$ cat src/rtl/vseg_pkg.sv
package vseg_pkg;

  localparam int VA_W = 32;
  localparam int EXC_W = 5;

  localparam logic [EXC_W-1:0] EXC_NONE  = 5'd0;
  localparam logic [EXC_W-1:0] EXC_MOD   = 5'd1;
  localparam logic [EXC_W-1:0] EXC_TLB_L = 5'd2;
  localparam logic [EXC_W-1:0] EXC_TLB_S = 5'd3;
  localparam logic [EXC_W-1:0] EXC_ADR_L = 5'd4;
  localparam logic [EXC_W-1:0] EXC_ADR_S = 5'd5;

  typedef enum logic [1:0] {
    MODE_KERN = 2'b00,
    MODE_SUPV = 2'b01,
    MODE_USER = 2'b10,
    MODE_RSVD = 2'b11
  } priv_mode_e;

  typedef enum logic [2:0] {
    SEG_USR = 3'd0,
    SEG_KD0 = 3'd1,
    SEG_KD1 = 3'd2,
    SEG_SUP = 3'd3,
    SEG_KM3 = 3'd4
  } vseg_e;

  typedef enum logic [1:0] {
    TLB_HIT   = 2'b00,
    TLB_MISS  = 2'b01,
    TLB_INVAL = 2'b10,
    TLB_CLEAN = 2'b11
  } tlb_res_e;

  // Window from the three top address bits.
  function automatic vseg_e seg_of(input logic [VA_W-1:0] va);
    if (!va[VA_W-1]) return SEG_USR;
    case (va[VA_W-2:VA_W-3])
      2'b00:   return SEG_KD0;
      2'b01:   return SEG_KD1;
      2'b10:   return SEG_SUP;
      default: return SEG_KM3;
    endcase
  endfunction

  function automatic logic seg_allowed(input vseg_e s, input priv_mode_e m);
    case (s)
      SEG_USR: return 1'b1;
      SEG_SUP: return (m == MODE_KERN) || (m == MODE_SUPV);
      default: return (m == MODE_KERN);
    endcase
  endfunction

  function automatic logic seg_mapped(input vseg_e s, input logic erl);
    case (s)
      SEG_USR: return !erl;
      SEG_KD0, SEG_KD1: return 1'b0;
      default: return 1'b1;
    endcase
  endfunction

  // Direct windows drop the three top bits; the user window passes through.
  function automatic logic [VA_W-1:0] direct_pa(input vseg_e s, input logic [VA_W-1:0] va);
    if (s == SEG_USR) return va;
    return {3'b000, va[VA_W-4:0]};
  endfunction

endpackage

$ cat src/rtl/vseg_classify.sv
module vseg_classify
  import vseg_pkg::*;
(
  input  logic [VA_W-1:0] va_i,
  input  logic [1:0]      mode_i,
  input  logic            erl_i,
  output logic            direct_o,
  output logic            tlb_req_o,
  output logic            addr_err_o,
  output logic [VA_W-1:0] pa_o
);
  vseg_e      seg;
  priv_mode_e mode;
  logic       allowed;
  logic       mapped;

  always_comb begin
    mode       = priv_mode_e'(mode_i);
    seg        = seg_of(va_i);
    allowed    = seg_allowed(seg, mode);
    mapped     = seg_mapped(seg, erl_i);
    addr_err_o = !allowed;
    tlb_req_o  = allowed && mapped;
    direct_o   = allowed && !mapped;
    pa_o       = direct_o ? direct_pa(seg, va_i) : '0;
  end
endmodule

$ cat src/rtl/vseg_fault_code.sv
module vseg_fault_code
  import vseg_pkg::*;
(
  input  logic             tlb_req_i,
  input  logic             addr_err_i,
  input  logic             wr_i,
  input  logic [1:0]       tlb_res_i,
  output logic             fault_o,
  output logic [EXC_W-1:0] code_o,
  output logic             refill_o
);
  tlb_res_e res;

  always_comb begin
    res      = tlb_res_e'(tlb_res_i);
    fault_o  = 1'b0;
    code_o   = EXC_NONE;
    refill_o = 1'b0;
    if (addr_err_i) begin
      fault_o = 1'b1;
      code_o  = wr_i ? EXC_ADR_S : EXC_ADR_L;
    end else if (tlb_req_i) begin
      case (res)
        TLB_MISS: begin
          fault_o  = 1'b1;
          refill_o = 1'b1;
          code_o   = wr_i ? EXC_TLB_S : EXC_TLB_L;
        end
        TLB_INVAL: begin
          fault_o = 1'b1;
          code_o  = wr_i ? EXC_TLB_S : EXC_TLB_L;
        end
        TLB_CLEAN: begin
          fault_o = 1'b1;
          code_o  = EXC_MOD;
        end
        default: ;
      endcase
    end
  end
endmodule

$ cat src/rtl/vseg_fault_regs.sv
module vseg_fault_regs
  import vseg_pkg::*;
#(
  parameter int              ASID_W     = 8,
  parameter int              PAIR_SHIFT = 13,
  parameter int              CTX_LSB    = 4,
  parameter logic [VA_W-1:0] CTX_INIT   = '0,
  parameter logic [VA_W-1:0] EHI_INIT   = '0
) (
  input  logic            clk,
  input  logic            rst_n,
  input  logic            capture_i,
  input  logic [VA_W-1:0] va_i,
  output logic [VA_W-1:0] badvaddr_o,
  output logic [VA_W-1:0] context_o,
  output logic [VA_W-1:0] entryhi_o
);
  localparam int VPN_W   = VA_W - PAIR_SHIFT;
  localparam int CTX_MSB = CTX_LSB + VPN_W - 1;
  localparam int GAP_W   = PAIR_SHIFT - ASID_W;

  function automatic logic [VA_W-1:0] ctx_merge(input logic [VA_W-1:0] old,
                                                input logic [VA_W-1:0] va);
    logic [VA_W-1:0] n;
    n = old;
    n[CTX_MSB:CTX_LSB] = va[VA_W-1:PAIR_SHIFT];
    n[CTX_LSB-1:0]     = '0;
    return n;
  endfunction

  function automatic logic [VA_W-1:0] ehi_merge(input logic [VA_W-1:0] old,
                                                input logic [VA_W-1:0] va);
    return {va[VA_W-1:PAIR_SHIFT], {GAP_W{1'b0}}, old[ASID_W-1:0]};
  endfunction

  always_ff @(posedge clk or negedge rst_n) begin
    if (!rst_n) begin
      badvaddr_o <= '0;
      context_o  <= CTX_INIT;
      entryhi_o  <= EHI_INIT;
    end else if (capture_i) begin
      badvaddr_o <= va_i;
      context_o  <= ctx_merge(context_o, va_i);
      entryhi_o  <= ehi_merge(entryhi_o, va_i);
    end
  end


  badva_chk: assert property (@(posedge clk) disable iff (!rst_n)
    capture_i |=> badvaddr_o == $past(va_i));

  hold_chk: assert property (@(posedge clk) disable iff (!rst_n)
    !capture_i |=> $stable(badvaddr_o) && $stable(context_o) && $stable(entryhi_o));

  asid_keep_chk: assert property (@(posedge clk) disable iff (!rst_n)
    capture_i |=> $stable(entryhi_o[ASID_W-1:0]));

  ctx_upper_chk: assert property (@(posedge clk) disable iff (!rst_n)
    capture_i |=> $stable(context_o[VA_W-1:CTX_MSB+1]));
endmodule

$ cat src/rtl/vseg_xlate.sv
module vseg_xlate
  import vseg_pkg::*;
#(
  parameter int          ASID_W     = 8,
  parameter int          PAIR_SHIFT = 13,
  parameter int          CTX_LSB    = 4,
  parameter logic [31:0] CTX_INIT   = 32'h0000_0000,
  parameter logic [31:0] EHI_INIT   = 32'h0000_0000
) (
  input  logic        clk,
  input  logic        rst_n,
  input  logic [31:0] va_i,
  input  logic [1:0]  mode_i,
  input  logic        erl_i,
  input  logic        wr_i,
  output logic        direct_o,
  output logic [31:0] pa_o,
  output logic        tlb_req_o,
  output logic        addr_err_o,
  input  logic [1:0]  tlb_res_i,
  input  logic        fault_vld_i,
  output logic        fault_o,
  output logic [4:0]  exc_code_o,
  output logic        refill_o,
  output logic [31:0] badvaddr_o,
  output logic [31:0] context_o,
  output logic [31:0] entryhi_o
);
  logic capture;

  vseg_classify u_classify (
    .va_i       (va_i),
    .mode_i     (mode_i),
    .erl_i      (erl_i),
    .direct_o   (direct_o),
    .tlb_req_o  (tlb_req_o),
    .addr_err_o (addr_err_o),
    .pa_o       (pa_o)
  );

  vseg_fault_code u_code (
    .tlb_req_i  (tlb_req_o),
    .addr_err_i (addr_err_o),
    .wr_i       (wr_i),
    .tlb_res_i  (tlb_res_i),
    .fault_o    (fault_o),
    .code_o     (exc_code_o),
    .refill_o   (refill_o)
  );

  assign capture = fault_vld_i && fault_o;

  vseg_fault_regs #(
    .ASID_W     (ASID_W),
    .PAIR_SHIFT (PAIR_SHIFT),
    .CTX_LSB    (CTX_LSB),
    .CTX_INIT   (CTX_INIT),
    .EHI_INIT   (EHI_INIT)
  ) u_regs (
    .clk        (clk),
    .rst_n      (rst_n),
    .capture_i  (capture),
    .va_i       (va_i),
    .badvaddr_o (badvaddr_o),
    .context_o  (context_o),
    .entryhi_o  (entryhi_o)
  );


  one_route_chk: assert property (@(posedge clk) disable iff (!rst_n)
    $countones({direct_o, tlb_req_o, addr_err_o}) == 1);

  adr_code_chk: assert property (@(posedge clk) disable iff (!rst_n)
    addr_err_o |-> fault_o && !refill_o && (exc_code_o == (wr_i ? 5'd5 : 5'd4)));

  refill_code_chk: assert property (@(posedge clk) disable iff (!rst_n)
    refill_o |-> tlb_req_o && (exc_code_o == 5'd2 || exc_code_o == 5'd3));

  erl_identity_chk: assert property (@(posedge clk) disable iff (!rst_n)
    (erl_i && !va_i[31]) |-> direct_o && pa_o == va_i);

  hit_quiet_chk: assert property (@(posedge clk) disable iff (!rst_n)
    (direct_o || (tlb_req_o && tlb_res_i == 2'b00)) |-> !fault_o && exc_code_o == 5'd0);
endmodule

$ cat config.mk
export PLATFORM = sky130hd
export DESIGN_NAME = vseg_xlate
export DESIGN_NICKNAME = d
export VERILOG_FILES = /design/src/rtl/vseg_pkg.sv /design/src/rtl/vseg_classify.sv /design/src/rtl/vseg_fault_code.sv /design/src/rtl/vseg_fault_regs.sv /design/src/rtl/vseg_xlate.sv
export SDC_FILE = /design/constraint.sdc
export NUM_CORES = 1
export LEC_CHECK = 0
export CAP_MARGIN = 20
export CORE_UTILIZATION = 28
export DETAILED_ROUTE_END_ITERATION = 7
export PLACE_DENSITY = 0.63
export SYNTH_ARGS = -nofsm -noshare
export SYNTH_HDL_FRONTEND = slang
export SYNTH_HIERARCHICAL = 1
export SYNTH_SLANG_ARGS = --single-unit
$ cat constraint.sdc
create_clock -name clk -period 3.65 [get_ports clk]
set_input_delay 0.73 -clock clk [delete_from_list [all_inputs] [get_ports clk]]
set_output_delay 0.73 -clock clk [all_outputs]
set_load 0.1 [all_outputs]
==> run_results.csv, run 1 <==
group,metric,value,unit
cts,path_clk_slew,0.08,ns
placement,hpwl,5160,um
routing,ant_nets,0,
cts,cts_buffer_depth,2,
critical_path,start_kind,"input pin",
cts,cts-root-buf,"clkbuf_8",
floorplanning,initial_utilization,29.4,%
routing,drc_errors,0,
routing,drt_iter0_markers,39,
final_layout,fin_cells,439,
floorplanning,die_x,98.7,um
final_layout,diodes,0,
cts,cts_tree,"yes",
final_layout,largest_reg_flops,32,
final_layout,fillerInstances,726,
critical_path,path_max_fanout,4,
timing,skew,0,ns
timing,setup_ws,0.0825,ns
critical_path,r2r-start,"u_regs/badvaddr_o[31]$_DFFE_PN0P_",
floorplanning,die_height,98.7,um
final_layout,nNetsFinal,377,
timing,setup_violations,0,
placement,placed_area,0.00450,sq mm
final_layout,regMostFlops,"u_regs/badvaddr_o",
run_status,status,"complete, no violations",
synthesis,ys_ff_latch,32,
timing,worst_pin_slew,1.00,ns
pwr,finalPower,3.73,mW
routing,finalWirelength,6890,um
global_routing,grt_pass1_vias,1897,
critical_path,crit_required,2.92,ns
global_routing,grt_start_max_net_pins,33,
min_path,min_path_type,"in2async",
critical_path,startpoint,"va_i[29]",
placement,place_ws,-0.0230,ns
placement,dp.cells,426,
timing,period_share,97.7,%
synthesis,synth_area,0.00262,sq mm
timing,max_freq,0.280,GHz
timing,report.final.slew_viol_count,0,
synthesis,ys_types,31,
synthesis,syn_inst,208,
final_layout,drive_above_1_share,44.4,%
routing,dr.pass1.iters,4,
global_routing,grt_pass1_wl,10700,um
cts,clkLatencyLatePin,0.28,ns
synthesis,synth-async-reset-ratio,100,%
cts,clock_sinks,32,
synthesis,synth_top_cell_by_area,"dfrtp_1",
timing,relSlewSlack,33.0,%
routing,via_count,1923,
pwr,vdd_drop_max,0.431,mV
critical_path,r2r_end,"u_regs/badvaddr_o[31]$_DFFE_PN0P_",
final_layout,syn2layout_area_growth,81.0,%
timing,holdWs,0.510,ns
final_layout,fin_area,0.00474,sq mm
cts,h-tree-depth,2,
final_layout,largestRegisters,"u_regs/badvaddr_o: 32 flops",
synthesis,synth_top_area_share,30.6,%
routing,routed_via_density,4.38,
cts,cts_made_buffers,5,
final_layout,post-route-util,53.3,%
synthesis,synth_edf_count,0,
critical_path,endpoint,"exc_code_o[1]",
floorplanning,die-area,0.00974,sq mm
floorplanning,io_pins,179,
critical_path,endpoint_kind,"output pin",
synthesis,synth_flop_cell,"dfrtp_1",
run,maxCapViolCount,0,
placement,portBuffers,150,
timing,period_needed,3.57,ns
global_routing,antenna_found_initial,0,
synthesis,yosys-top-cells-area,"dfrtp_1 31%, buf_4 20%, mux2_4 17%",
critical_path,arrival,2.84,ns
critical_path,crit_type,"in2out",
timing,hold_viol_final,0,
global_routing,gr-total-overflow,0,
timing,grt_setup_unrepaired,"no",
global_routing,grtUsageTotal,14.1,%
synthesis,syn_avg_cell_area,12.6,sq um
routing,routedWlPerCell,15.7,um
floorplanning,num_rows,34,
timing,setup_tns,0,ns
critical_path,reg2reg_slack,2.83,ns
synthesis,yosysSeqAreaShare,30.6,%
synthesis,yosysMostFrequentCell,"buf_4",
synthesis,synth_common_cells,"68 x buf_4, 32 x dfrtp_1, 30 x mux2_4",
critical_path,reg2regPathDepth,1,
placement,gp_congestion,0.716,
synthesis,synth_warnings,6,
floorplanning,core-area,0.00889,sq mm
pwr,powerDensity,788,mW/mm^2
pwr,power.leakage,2.00,nW
==> worst min path at each step <==
stage                                      startpoint  slack [ns]  depth (start not counted)                                 to
floorplan                                       rst_n        0.43                          0   u_regs/badvaddr_o[0]$_DFFE_PN0P_
global placement    u_regs/badvaddr_o[10]$_DFFE_PN0P_        0.49                          1  u_regs/badvaddr_o[10]$_DFFE_PN0P_
detailed placement   u_regs/badvaddr_o[5]$_DFFE_PN0P_        0.50                          1   u_regs/badvaddr_o[5]$_DFFE_PN0P_
CTS                 u_regs/badvaddr_o[10]$_DFFE_PN0P_        0.52                          1  u_regs/badvaddr_o[10]$_DFFE_PN0P_
global route        u_regs/badvaddr_o[10]$_DFFE_PN0P_        0.53                          1  u_regs/badvaddr_o[10]$_DFFE_PN0P_
finish                                          rst_n        0.51                          1  u_regs/badvaddr_o[12]$_DFFE_PN0P_
==> placed cells by master, fill, tap and decap left out, types with 3 or more instances in the layout <==
master	netlist	routed
mux2_4	30	30
buf_12	3	43
clkdlybuf4s50_1	0	109
buf_4	68	14
nor4b_4	0	27
clkbuf_8	0	6
dfrtp_1	32	32
conb_1	2	28
ha_1	6	3
inv_1	4	3
==> cell type report <==
cell class	instances	area, sq um	share of cell area, %
repair buffers	169	2100	44.3
multi-input cells	117	1590	33.6
flip-flops and latches	32	801	16.9
well taps	108	135	2.85
clock buffers	6	82.6	1.74
inverters	5	18.8	0.396
clock inverters	2	10.0	0.211
==> power by group <==
part	internal, mW	switching [mW]
logic	0.734	2.18
registers	0.444	0.0803
clock network	0.151	0.140
==> per-layer routing <==
| layer | vias up | track usage, % | share of wire, % |
|---|---|---|---|
| met5 | - | 0 | 0 |
| met3 | 7 | 3.83 | 7.1 |
| met1 | 940 | 17.7 | 41 |
| met2 | 101 | 23.7 | 51 |
| li1 | 875 | - | - |
| met4 | 0 | 4.59 | 1.4 |
==> repair_timing <==
| action | CTS | global route |
|---|---|---|
| resized for setup | 2 | 12 |
| hold buffers | 0 | 0 |
| endpoints found under the setup margin | 2 | 23 |
| gates cloned | 0 | 1 |
| pin swaps | 1 | 11 |
| setup buffers | 0 | 4 |
==> cells by family after synthesis <==
kind of cell | share of synthesized area, %
mux | 18.1
compound gates | 3.39
other cells | 0.287
fa+ha+maj | 2.87
flops | 30.6
simple gates | 19.5
buf+inv | 25.3
==> worst max-delay path, stage by stage <==
cell and delay, ns:
clkdlybuf4s50_1 0.49, inv_2 0.08, ha_4 0.27, o21a_1 0.13, a211oi_4 0.43, o21ba_2 0.23, buf_4 0.14, and3_4 0.17
buf_12 0.16
No activity file was read; power rests on OpenSTA's default activity.
==> run 2: changes to the inputs <==
--- a/config.mk
+++ b/config.mk
@@ -7,6 +7,8 @@
 export LEC_CHECK = 0
 export CAP_MARGIN = 20
 export CORE_UTILIZATION = 28
+export CTS_BUF_LIST = sky130_fd_sc_hd__clkbuf_2 sky130_fd_sc_hd__clkbuf_4 sky130_fd_sc_hd__clkbuf_8
+export CTS_CLUSTER_DIAMETER = 200
 export DETAILED_ROUTE_END_ITERATION = 7
 export PLACE_DENSITY = 0.63
 export SYNTH_ARGS = -nofsm -noshare
==> constraint.sdc (replaced) <==
create_clock -name clk -period 4.6 [get_ports clk]
set_input_delay 0.92 -clock clk [delete_from_list [all_inputs] [get_ports clk]]
set_output_delay 0.92 -clock clk [all_outputs]
set_load 0.1 [all_outputs]
==> run_results.csv, run 2 (synthesis gave the netlist of run 1 again) <==
group,metric,value,unit
final_layout,post-route-util,47.9,%
timing,period_share,89.2,%
cts,clock_sinks,32,
global_routing,gr-total-overflow,0,
critical_path,endpoint_kind,"output pin",
critical_path,path_max_fanout,20,
final_layout,largest_reg_flops,32,
cts,cts_tree,"yes",
final_layout,diodes,0,
pwr,power.leakage,1.78,nW
run_status,status,"complete, no violations",
final_layout,regMostFlops,"u_regs/badvaddr_o",
final_layout,final_cell_mix,"109 x clkdlybuf4s50_1, 37 x buf_12, 32 x dfrtp_1, 30 x mux2_4, 29 x nor4b_2",
routing,finalWirelength,6540,um
critical_path,start_kind,"input pin",
global_routing,antenna_found_initial,0,
cts,clkLatencyLatePin,0.28,ns
pwr,vdd_drop_max,0.324,mV
timing,hold_viol_final,0,
routing,drt_iter0_markers,46,
floorplanning,die_height,98.7,um
placement,portBuffers,150,
routing,via_count,1855,
global_routing,grt_start_max_net_pins,33,
floorplanning,core-area,0.00889,sq mm
placement,gp_congestion,0.670,
pwr,powerDensity,677,mW/mm^2
cts,cts_buffer_depth,2,
timing,worst_pin_slew,0.997,ns
cts,cts_made_buffers,5,
floorplanning,die-area,0.00974,sq mm
min_path,min_path_type,"reg2reg",
timing,skew,0,ns
cts,h-tree-depth,2,
global_routing,grtUsageTotal,13.4,%
min_path,min_from,"u_regs/badvaddr_o[5]$_DFFE_PN0P_",
final_layout,syn2layout_area_growth,62.9,%
final_layout,final_common_cell,"clkdlybuf4s50_1",
cts,cts-root-buf,"clkbuf_8",
cts,cts_resized,0,
cts,cts_hold_buf,0,
timing,period_needed,4.10,ns
floorplanning,io_pins,179,
placement,hpwl,4970,um
timing,grt_setup_unrepaired,"no",
final_layout,nNetsFinal,364,
final_layout,drive_above_1_share,39.7,%
timing,setup_tns,0,ns
timing,relSlewSlack,33.3,%
critical_path,crit_required,3.68,ns
critical_path,startpoint,"va_i[29]",
critical_path,r2r-start,"u_regs/badvaddr_o[31]$_DFFE_PN0P_",
critical_path,crit_type,"in2out",
timing,report.final.slew_viol_count,0,
global_routing,grt_pass1_wl,10100,um
cts,path_clk_slew,0.07,ns
critical_path,arrival,3.18,ns
timing,max_freq,0.244,GHz
floorplanning,num_rows,34,
final_layout,largestRegisters,"u_regs/badvaddr_o: 32 flops",
run,maxCapViolCount,0,
routing,drc_errors,0,
floorplanning,die_x,98.7,um
routing,routed_via_density,4.36,
timing,setup_violations,0,
routing,ant_nets,0,
floorplanning,initial_utilization,29.4,%
cts,postCtsSetupBuffers,0,
global_routing,grt_pass1_vias,1831,
pwr,finalPower,2.88,mW
routing,dr.pass1.iters,4,
routing,routedWlPerCell,15.4,um
## run 2: cell types whose count changed in the layout (fill, tap and decap cells not counted), moves of 2 or more
cell	previous run	this run
nor4b_2	2	29
buf_4	14	9
buf_12	43	37
nor4b_4	27	0
ha_4	2	0
ha_1	3	6
clkinv_2	2	0
and3_2	0	2
and3_4	2	0
## run 2: per-layer routing
layer  track usage [%]  vias up  share of wire [%]
li1                  -      844                  -
met1              15.6      905                 40
met2              24.3      100                 52
met3              2.48        6                6.5
met4              4.82        0                1.1
met5                 0        -                  0
## run 2: final cells by class
type / count / area [sq um]
tap: 108 / 135
multi-input combinational: 117 / 1310
clock buffer: 7 / 96.3
timing repair buffer: 156 / 1900
fill: 784 / 4630
sequential: 32 / 801
inverter: 5 / 18.8
## run 2: power breakdown
part           internal [mW]  leakage, nW  switching, mW  total (mW)
registers              0.353        0.376         0.0614       0.414
clock network          0.133       0.0503          0.102       0.236
logic                  0.532         1.35           1.70        2.23
## run 2: worst paths after layout
check	endpoint	depth (start not counted)	slack, ns
setup / recovery	pa_o[11]	8	0.50
hold / removal	u_regs/badvaddr_o[5]$_DFFE_PN0P_	1	0.51
setup reg to reg	u_regs/badvaddr_o[31]$_DFFE_PN0P_	1	3.79
hold reg to reg	u_regs/badvaddr_o[5]$_DFFE_PN0P_	1	0.51
max in group asynchronous	u_regs/badvaddr_o[7]$_DFFE_PN0P_	1	3.40
min in group asynchronous	u_regs/badvaddr_o[22]$_DFFE_PN0P_	1	0.71
## run 2: metrics by stage
| step | worst slack, ns | instance area (sq um) | cells | hold slack, ns |
|---|---|---|---|---|
| 2_1_floorplan | -0.119 | 2750 | 234 | 0.624 |
| 3_3_place_gp | 0.509 | 4170 | 418 | 0.490 |
| 3_5_place_dp | 0.493 | 4170 | 418 | 0.498 |
| 4_1_cts | 0.480 | 4260 | 425 | 0.517 |
| 5_1_grt | 0.364 | 4260 | 425 | 0.522 |
| 6_report | 0.499 | 4260 | 425 | 0.511 |
## run 2: worst max-delay path, cell delays in order
cell and delay (ns):
clkdlybuf4s50_1 0.50, inv_1 0.09, ha_1 0.29, nor4_4 0.36, a211oi_4 0.08, buf_4 0.26
nor4b_2 0.43, buf_12 0.22
==> run 3: changes to the inputs <==
--- a/config.mk
+++ b/config.mk
@@ -6,6 +6,7 @@
 export NUM_CORES = 1
 export LEC_CHECK = 0
 export CAP_MARGIN = 20
+export CORE_ASPECT_RATIO = 0.9
 export CORE_UTILIZATION = 28
 export CTS_BUF_LIST = sky130_fd_sc_hd__clkbuf_2 sky130_fd_sc_hd__clkbuf_4 sky130_fd_sc_hd__clkbuf_8
 export CTS_CLUSTER_DIAMETER = 200
==> run_results.csv, run 3 (synthesis gave the netlist of run 1 again) <==
group,metric,value,unit
run_status,status,"complete, no violations",
routing,routedWlPerCell,14.7,um
critical_path,crit_required,3.68,ns
final_layout,fillerInstances,831,
final_layout,diodes,0,
cts,h-tree-depth,2,
timing,period_needed,4.17,ns
cts,path_clk_slew,0.07,ns
routing,drt_iter0_markers,26,
final_layout,multi_input_area,0.00131,sq mm
timing,worst_pin_slew,0.999,ns
final_layout,final_common_cell,"clkdlybuf4s50_1",
final_layout,regArea,801,sq um
cts,clkLatencyLatePin,0.28,ns
pwr,power.leakage,1.80,nW
cts,cts_hold_buf,0,
pwr,net-switching-power,1.87,mW
final_layout,regMostFlops,"u_regs/badvaddr_o",
critical_path,path_buf_inv,5,
timing,holdWs,0.513,ns
pwr,clockPowerShare,10.2,%
routing,via_count,1862,
pwr,seq_power_share,14.1,%
timing,period_share,90.7,%
cts,clock_sinks,32,
timing,grt_setup_unrepaired,"no",
timing,hold_viol_final,0,
cts,postCtsSetupBuffers,0,
final_layout,syn2layout_area_growth,65.2,%
min_path,min_from,"u_regs/badvaddr_o[7]$_DFFE_PN0P_",
routing,finalWirelength,6450,um
critical_path,arrival,3.25,ns
cts,cts_made_buffers,5,
final_layout,drive_above_1_share,39.9,%
critical_path,r2r_end,"u_regs/badvaddr_o[14]$_DFFE_PN0P_",
critical_path,path_max_fanout,18,
critical_path,reg2regPathDepth,1,
min_path,min_path_type,"reg2reg",
critical_path,start_kind,"input pin",
global_routing,grt_pass1_wl,10000,um
final_layout,largest_reg_flops,32,
timing,setup_violations,0,
critical_path,cpPeakStageDelay,0.54,ns
routing,routed_via_density,4.23,
critical_path,reg2reg_slack,3.78,ns
pwr,internal_power,1.08,mW
pwr,switching_share,63.5,%
placement,gp_congestion,0.739,
floorplanning,die-area,0.00974,sq mm
global_routing,grtUsageTotal,13.2,%
timing,relSlewSlack,33.2,%
run,maxCapViolCount,0,
floorplanning,die_x,104,um
min_path,holdPathStages,1,
floorplanning,die_height,93.7,um
critical_path,endpoint_kind,"output pin",
timing,skew,0,ns
pwr,combPwrFrac,75.7,%
routing,dr.pass1.iters,4,
min_path,holdPathEnd,"u_regs/badvaddr_o[7]$_DFFE_PN0P_",
critical_path,crit_type,"in2out",
cts,cts_buffer_depth,2,
cts,cts_tree,"yes",
placement,portBuffers,150,
critical_path,r2r-start,"u_regs/badvaddr_o[14]$_DFFE_PN0P_",
placement,hpwl,4920,um
timing,report.final.slew_viol_count,0,
routing,drc_errors,0,
floorplanning,initial_utilization,28.8,%
floorplanning,io_pins,179,
critical_path,slowest_stage,"clkdlybuf4s50_1",
routing,ant_nets,0,
global_routing,grt_start_max_net_pins,33,
cts,cts-root-buf,"clkbuf_8",
critical_path,crit_family,"buffers and inverters",
global_routing,gr-total-overflow,0,
timing,max_freq,0.240,GHz
pwr,powerDensity,683,mW/mm^2
floorplanning,num_rows,33,
critical_path,path_cells,"clkdlybuf4s50_1 -> inv_1 -> ha_1 -> o21a_1 -> a211oi_4 -> buf_4 -> inv_2 -> a22oi_2 -> o21ai_4 -> buf_12",
final_layout,nNetsFinal,364,
final_layout,post-route-util,47.6,%
floorplanning,core-area,0.00908,sq mm
global_routing,grt_pass1_vias,1808,
cts,cts_resized,0,
final_layout,largestRegisters,"u_regs/badvaddr_o: 32 flops",
final_layout,final_cell_mix,"109 x clkdlybuf4s50_1, 38 x buf_12, 32 x dfrtp_1, 30 x mux2_4, 29 x nor4b_2",
pwr,vdd_drop_max,0.322,mV
global_routing,antenna_found_initial,0,
run 3: worst max path at each step:
stage	from	to	slack [ns]	cells past startpoint
floorplan	va_i[29]	u_regs/badvaddr_o[13]$_DFFE_PN0P_	-0.12	11
global placement	va_i[29]	exc_code_o[0]	0.51	10
detailed placement	va_i[30]	exc_code_o[0]	0.40	10
CTS	va_i[30]	exc_code_o[0]	0.40	10
global route	va_i[30]	exc_code_o[0]	0.32	10
finish	va_i[30]	exc_code_o[0]	0.43	10
run 3: final cells by class:
type | instances | area share, %
Sequential cell | 32 | 18.5
Inverter | 5 | 0.434
Timing Repair Buffer | 156 | 44.3
Multi-Input combinational cell | 117 | 30.2
Clock buffer | 7 | 2.23
Tap cell | 122 | 3.53
Clock inverter | 1 | 0.695
run 3: power by group through the flow:
| stage | logic, mW | clock network, mW | registers, mW |
|---|---|---|---|
| 2_1_floorplan | 1.34 | 0 | 0.934 |
| 6_report | 2.23 | 0.302 | 0.416 |
| 5_1_grt | 2.28 | 0.327 | 0.427 |
| 3_3_place_gp | 2.24 | 0 | 0.417 |
| 4_1_cts | 2.24 | 0.319 | 0.417 |
| 3_5_place_dp | 2.24 | 0 | 0.421 |
run 3: layer usage:
metal  part of all wire [%]  wire length (um)  GRT usage [%]
met4                   0.62                40           3.81
met5                      0                 0              0
met2                     50              3230           22.8
met3                    7.3               474           2.98
met1                     42              2710           16.5
run 3: stage by stage:
stage / worst slack [ns] / TNS, ns / instance area, sq um / power, mW / std cells
finish: 0.429 / 0 / 4320 / 2.95 / 440
global route: 0.317 / 0 / 4320 / 3.03 / 440
CTS: 0.404 / 0 / 4320 / 2.98 / 440
detailed placement: 0.399 / 0 / 4200 / 2.66 / 432
global placement: 0.514 / 0 / 4200 / 2.65 / 432
floorplan: -0.119 / -3.68 / 2750 / 2.28 / 234
